**config.mk**
```make
export PLATFORM = sky130hd
export DESIGN_NAME = env_alarm_latch
export DESIGN_NICKNAME = d
export VERILOG_FILES = /design/src/rtl/env_alarm_pkg.sv /design/src/rtl/env_edge_detect.sv /design/src/rtl/env_status_w1c.sv /design/src/rtl/env_alarm_out.sv /design/src/rtl/env_alarm_latch.sv
export SDC_FILE = /design/constraint.sdc
export NUM_CORES = 1
export LEC_CHECK = 0
export CAP_MARGIN = 10
export CORE_MARGIN = 2
export CORE_UTILIZATION = 46
export DETAILED_ROUTE_END_ITERATION = 7
export PLACE_DENSITY = 0.83
export SYNTH_ARGS = -nofsm -noshare
export SYNTH_HDL_FRONTEND = slang
export SYNTH_SLANG_ARGS = --single-unit
```
**constraint.sdc**
```tcl
create_clock -name clk -period 2.5 [get_ports clk]
set_input_delay 0.375 -clock clk [delete_from_list [all_inputs] [get_ports clk]]
set_output_delay 0.375 -clock clk [all_outputs]
set_load 0.03 [all_outputs]
```
**src/rtl/env_alarm_pkg.sv**
```systemverilog
package env_alarm_pkg;
  localparam int RAIL_CNT = 3;
  localparam int TEMP_CNT = 2;
  localparam int EVT_W    = 2 * RAIL_CNT + 2 * TEMP_CNT;
  localparam int TEMP_LSB = 2 * RAIL_CNT;

  // next status value: a new event takes priority over a clear
  function automatic logic [EVT_W-1:0] sticky_next(
    input logic [EVT_W-1:0] cur,
    input logic [EVT_W-1:0] clr,
    input logic [EVT_W-1:0] evt);
    return (cur & ~clr) | evt;
  endfunction

  function automatic logic alarm_any(
    input logic [EVT_W-1:0] stat,
    input logic [EVT_W-1:0] ena);
    return |(stat & ena);
  endfunction
endpackage

```
**src/rtl/env_edge_detect.sv**
```systemverilog
module env_edge_detect #(
  parameter int W = 2
) (
  input  logic         clk,
  input  logic         rst_n,
  input  logic [W-1:0] lvl_in,
  output logic [W-1:0] rise,
  output logic [W-1:0] fall
);
  logic [W-1:0] lvl_q;
  logic [W-1:0] lvl_qq;

  always_ff @(posedge clk or negedge rst_n) begin
    if (!rst_n) begin
      lvl_q  <= '0;
      lvl_qq <= '0;
    end else begin
      lvl_q  <= lvl_in;
      lvl_qq <= lvl_q;
    end
  end

  for (genvar g = 0; g < W; g++) begin : g_edge
    assign rise[g] = lvl_q[g] & ~lvl_qq[g];
    assign fall[g] = ~lvl_q[g] & lvl_qq[g];
  end
endmodule

```
**src/rtl/env_status_w1c.sv**
```systemverilog
module env_status_w1c
  import env_alarm_pkg::*;
#(
  parameter int W = EVT_W
) (
  input  logic         clk,
  input  logic         rst_n,
  input  logic [W-1:0] evt,
  input  logic [W-1:0] clr,
  output logic [W-1:0] status_q
);
  always_ff @(posedge clk or negedge rst_n) begin
    if (!rst_n) status_q <= '0;
    else        status_q <= (status_q & ~clr) | evt;
  end
endmodule

```
**src/rtl/env_alarm_out.sv**
```systemverilog
module env_alarm_out
  import env_alarm_pkg::*;
(
  input  logic             clk,
  input  logic             rst_n,
  input  logic [EVT_W-1:0] status,
  input  logic [EVT_W-1:0] enable,
  output logic             alarm_q
);
  always_ff @(posedge clk or negedge rst_n) begin
    if (!rst_n) alarm_q <= 1'b0;
    else        alarm_q <= alarm_any(status, enable);
  end
endmodule

```
**src/rtl/env_alarm_latch.sv**
```systemverilog
module env_alarm_latch
  import env_alarm_pkg::*;
#(
  parameter int DATA_W    = 32,
  parameter int ADDR_W    = 2,
  parameter int STAT_ADDR = 0,
  parameter int MASK_ADDR = 1
) (
  input  logic                clk,
  input  logic                rst_n,
  input  logic [RAIL_CNT-1:0] rail_lo,
  input  logic [RAIL_CNT-1:0] rail_hi,
  input  logic                temp_over,
  input  logic                temp_under,
  input  logic [ADDR_W-1:0]   reg_addr,
  input  logic                reg_wr,
  input  logic [EVT_W-1:0]    reg_wdata,
  output logic [DATA_W-1:0]   reg_rdata,
  output logic                alarm
);
  localparam logic [ADDR_W-1:0] STAT_SEL = ADDR_W'(STAT_ADDR);
  localparam logic [ADDR_W-1:0] MASK_SEL = ADDR_W'(MASK_ADDR);
  localparam int PAD_W = DATA_W - EVT_W;

  logic [RAIL_CNT-1:0] rail_lo_q, rail_hi_q;
  logic [TEMP_CNT-1:0] temp_rise, temp_fall;
  logic [EVT_W-1:0]    evt_vec, clr_vec, status_q, enable_q;
  logic                stat_wr, mask_wr;

  always_ff @(posedge clk or negedge rst_n) begin
    if (!rst_n) begin
      rail_lo_q <= '0;
      rail_hi_q <= '0;
    end else begin
      rail_lo_q <= rail_lo;
      rail_hi_q <= rail_hi;
    end
  end

  env_edge_detect #(.W(TEMP_CNT)) i_edge (
    .clk    (clk),
    .rst_n  (rst_n),
    .lvl_in ({temp_under, temp_over}),
    .rise   (temp_rise),
    .fall   (temp_fall)
  );

  for (genvar r = 0; r < RAIL_CNT; r++) begin : g_rail_evt
    assign evt_vec[2*r]   = rail_lo_q[r];
    assign evt_vec[2*r+1] = rail_hi_q[r];
  end
  for (genvar t = 0; t < TEMP_CNT; t++) begin : g_temp_evt
    assign evt_vec[TEMP_LSB+2*t]   = temp_rise[t];
    assign evt_vec[TEMP_LSB+2*t+1] = temp_fall[t];
  end

  assign stat_wr = reg_wr && (reg_addr == STAT_SEL);
  assign mask_wr = reg_wr && (reg_addr == MASK_SEL);
  assign clr_vec = stat_wr ? reg_wdata : '0;

  env_status_w1c #(.W(EVT_W)) i_status (
    .clk      (clk),
    .rst_n    (rst_n),
    .evt      (evt_vec),
    .clr      (clr_vec),
    .status_q (status_q)
  );

  always_ff @(posedge clk or negedge rst_n) begin
    if (!rst_n)       enable_q <= '0;
    else if (mask_wr) enable_q <= reg_wdata;
  end

  env_alarm_out i_alarm (
    .clk     (clk),
    .rst_n   (rst_n),
    .status  (status_q),
    .enable  (enable_q),
    .alarm_q (alarm)
  );

  always_comb begin
    reg_rdata = '0;
    if (reg_addr == STAT_SEL)      reg_rdata = {{PAD_W{1'b0}}, status_q};
    else if (reg_addr == MASK_SEL) reg_rdata = {{PAD_W{1'b0}}, enable_q};
  end
endmodule

```
==> out/results.ini <==
[yosys]
netlist.area_leader.share_pct=53.5
complex_gate_fraction_of_the_synthesized_area_pct=8.29
ys_seq_elements=31
yosysTopAreaCell=sky130_fd_sc_hd__dfrtp_1
gate_count_post_synth=117
largest_family_of_logic_cells_by_synthesized_area=multiplexers
yosys.area_share.adder_pct=0
mean_syn_cell_area_um2=12.4
simple_logic_cell_fraction_of_the_synthesized_area_pct=7.43
seq_area_frac_synth_pct=53.5
mappedNetlistArea_mm2=0.00145
yosys-mux-area-fraction_pct=17.3
synthDistinctLibCells=17
synthesis.yosys.warnings=0
synth_area_leaders=sky130_fd_sc_hd__dfrtp_1, sky130_fd_sc_hd__buf_4, sky130_fd_sc_hd__mux2_4
synth_xor_area_share_pct=0

[timing]
setup_tns_ns=0
final_hold_viol_count=0
slew_at_the_pin_closest_to_its_max_slew_limit_ns=0.508
timing_max_transition_violations_final=0
finalCriticalPeriod_ns=1.95
rsz0062_at_grt=no
finClkSkew_ns=0.00960
timing.final.crit_share_pct=77.9
fmax_ghz=0.513
max_slew_margin_pct=66.1
final-setup-viol-count=0

[floorplanning]
initial_utilization_pct=47.9
floorplan.io_pins=56
core_area_mm2=0.00303
core.rowCount=20
die_width_um=60.1
die_area_mm2=0.00361
fp.dieH_um=60.1

[global_routing]
grt_usage_pct=17.2
grt_remaining_overflow=0
grt_first_pass_wirelength_um=4360
grt_antenna_before_repair=0
first_global_vias=888
grt_max_degree=32

[worst_setup_path]
reg2reg_depth=3
cp_top_family=buffers and inverters
critical_path_arrival_ns=1.57
setup.worst_path.end_class=primary output
crit_path_top_delay_cell=sky130_fd_sc_hd__clkdlybuf4s50_1
critPathKind=input port to primary output
path_cells=clkdlybuf4s50_1 > buf_4 > mux2i_1 > nor2_1 > buf_4
crit_required_ns=2.12
worst_path_most_repeated_cell=sky130_fd_sc_hd__buf_4
worstSetupStartpointType=input port
critPathMaxStageDelay_ns=0.45
worst-path-stages=5
critical_path.max_fanout=12
reg2reg_slack_ns=1.38
critPathBufInv=3

[power]
netSwitchingPower_mw=0.348
combinational_group_share_of_total_power_pct=24.4
seq_power_share_pct=51.7
power.static_leakage_nw=0.843
power-per-cell-area_mw_per_mm2=637
p_int_mw=0.789
sw_frac_of_total_pct=30.6
worst_ir_drop_vdd_uv=309
power.clock.fraction_pct=23.9

[place]
dp.final_hpwl_um=1940
gp_congestion=0.772
placement.io_buffers=33
numPlacedInstances=194

[clock_tree]
post_cts.resized_instances=0
numClockSinks=31
cts.reportedPaths.clkPinSlew_ns=0.09
cts_hold_buffers=0
root_buffer=sky130_fd_sc_hd__clkbuf_4
htree_levels=2
clk_latency_ns=0.34
cts_tree=done
cts_made_buffers=5
clock_tree.buffer_depth=2
postCtsSetupRepairBufs=0

[final_layout]
finish.net_count=180
layout.filler_cells=267
layout.cells.most_common=sky130_fd_sc_hd__dfrtp_1
synthToLayoutAreaGrowth_pct=23.1
layout-drive-gt1-share_pct=19.6
insertedDiodeCount=0
final_cell_count_no_fill=202
layout.cells.most_common_list=sky130_fd_sc_hd__dfrtp_1, sky130_fd_sc_hd__clkdlybuf4s50_1, sky130_fd_sc_hd__conb_1

[worst_hold_path]
type_of_the_worst_min_delay_path=flop to flop
min_path_cells=0

[route]
drt_first_pass_iters=4
wl_um=2680
detail_route.wl_per_cell_um=13.3
route.detailed.vias_per_inst=4.63
drt_iter0_drc=34
detail_route.drc_violations=0
ant_nets_after_route=0
route.vias.total=935

[run]
maxCapViolations=0

[outcome]
outcome=finished clean

[worst register-to-register path, delay by kind of cell (launching register included)]
| family | cells | cell delay, ns |
|---|---|---|
| AO/OA/AOI/OAI | 2 | 0.48 |
| flip-flops | 1 | 0.41 |
| AND/OR/NAND/NOR | 1 | 0.12 |
[through the flow]
stage | worst slack [ns] | total power, mW | hold WS [ns] | utilization, % | cell area, µm²
after CTS | 0.560 | 1.15 | 0.380 | 58.9 | 1780
final | 0.552 | 1.14 | 0.380 | 58.9 | 1780
after detailed placement | 0.570 | 0.876 | 0.360 | 57.3 | 1730
after global routing | 0.541 | 1.19 | 0.400 | 58.9 | 1780
after floorplan | 1.05 | 0.798 | 0.0794 | - | 1530
after global placement | 0.611 | 0.867 | 0.362 | 57.3 | 1730
[cell families after synthesis]
| group | Yosys count |
|---|---|
| buffers and inverters | 27 |
| DFF | 31 |
| muxes | 20 |
| AOI/OAI and AO/OA | 15 |
| other | 1 |
| and+or+nand+nor | 23 |
[registers in the layout, summed over array words and instances, names as in the netlist]
signal	count
i_status.status_q	10
rail_hi_q	3
i_edge.lvl_qq	2
rail_lo_q	3
i_alarm.alarm_q	1
i_edge.lvl_q	2
enable_q	10
[Yosys cell counts]
library cell	n
sky130_fd_sc_hd__dfrtp_1	31
sky130_fd_sc_hd__buf_4	24
sky130_fd_sc_hd__mux2_4	10
sky130_fd_sc_hd__mux2i_1	10
sky130_fd_sc_hd__nand2_1	10
sky130_fd_sc_hd__nor2_1	10
sky130_fd_sc_hd__a21o_1	6
sky130_fd_sc_hd__a22o_1	3
sky130_fd_sc_hd__a22oi_1	3
sky130_fd_sc_hd__inv_1	2
sky130_fd_sc_hd__o2bb2ai_1	2
sky130_fd_sc_hd__a221oi_1	1
sky130_fd_sc_hd__clkbuf_1	1
sky130_fd_sc_hd__conb_1	1
sky130_fd_sc_hd__nand3b_1	1
sky130_fd_sc_hd__nand4_1	1
sky130_fd_sc_hd__nor3b_4	1
[layout make-up]
type | count | area, µm² | share of cell area [%]
tap | 44 | 55.1 | 3.09
clock buffer | 7 | 45.0 | 2.52
multi-input combinational | 80 | 561 | 31.4
clock inverter | 1 | 5.00 | 0.281
sequential | 31 | 776 | 43.5
timing repair buffer | 37 | 335 | 18.8
inverter | 2 | 7.51 | 0.421
[per-layer routing]
layer	up-vias	track usage (%)	share of wire (%)
li1	431	-	-
met1	445	21.4	42
met2	54	26.6	48
met3	5	6.71	8.6
met4	0	7.62	1.6
met5	-	0	0
[path summary, 6_finish.rpt]
path                                                start                              to
worst min register to register  i_edge.lvl_q[0]$_DFF_PN0_      i_edge.lvl_qq[0]$_DFF_PN0_
worst min-delay path            i_edge.lvl_q[0]$_DFF_PN0_      i_edge.lvl_qq[0]$_DFF_PN0_
worst max-delay path                          reg_addr[0]                    reg_rdata[6]
min in group asynchronous                           rst_n  i_status.status_q[2]$_DFF_PN0_
max in group asynchronous                           rst_n         enable_q[4]$_DFFE_PN0P_
worst max register to register    enable_q[5]$_DFFE_PN0P_       i_alarm.alarm_q$_DFF_PN0_
[power groups by stage]
stage               logic [mW]  registers (mW)  clock network (mW)
floorplan                0.213           0.585                   0
global placement         0.274           0.594                   0
detailed placement       0.278           0.598                   0
CTS                      0.280           0.588               0.281
global route             0.297           0.596               0.301
finish                   0.277           0.588               0.272
(Power assumes the default switching activity.)
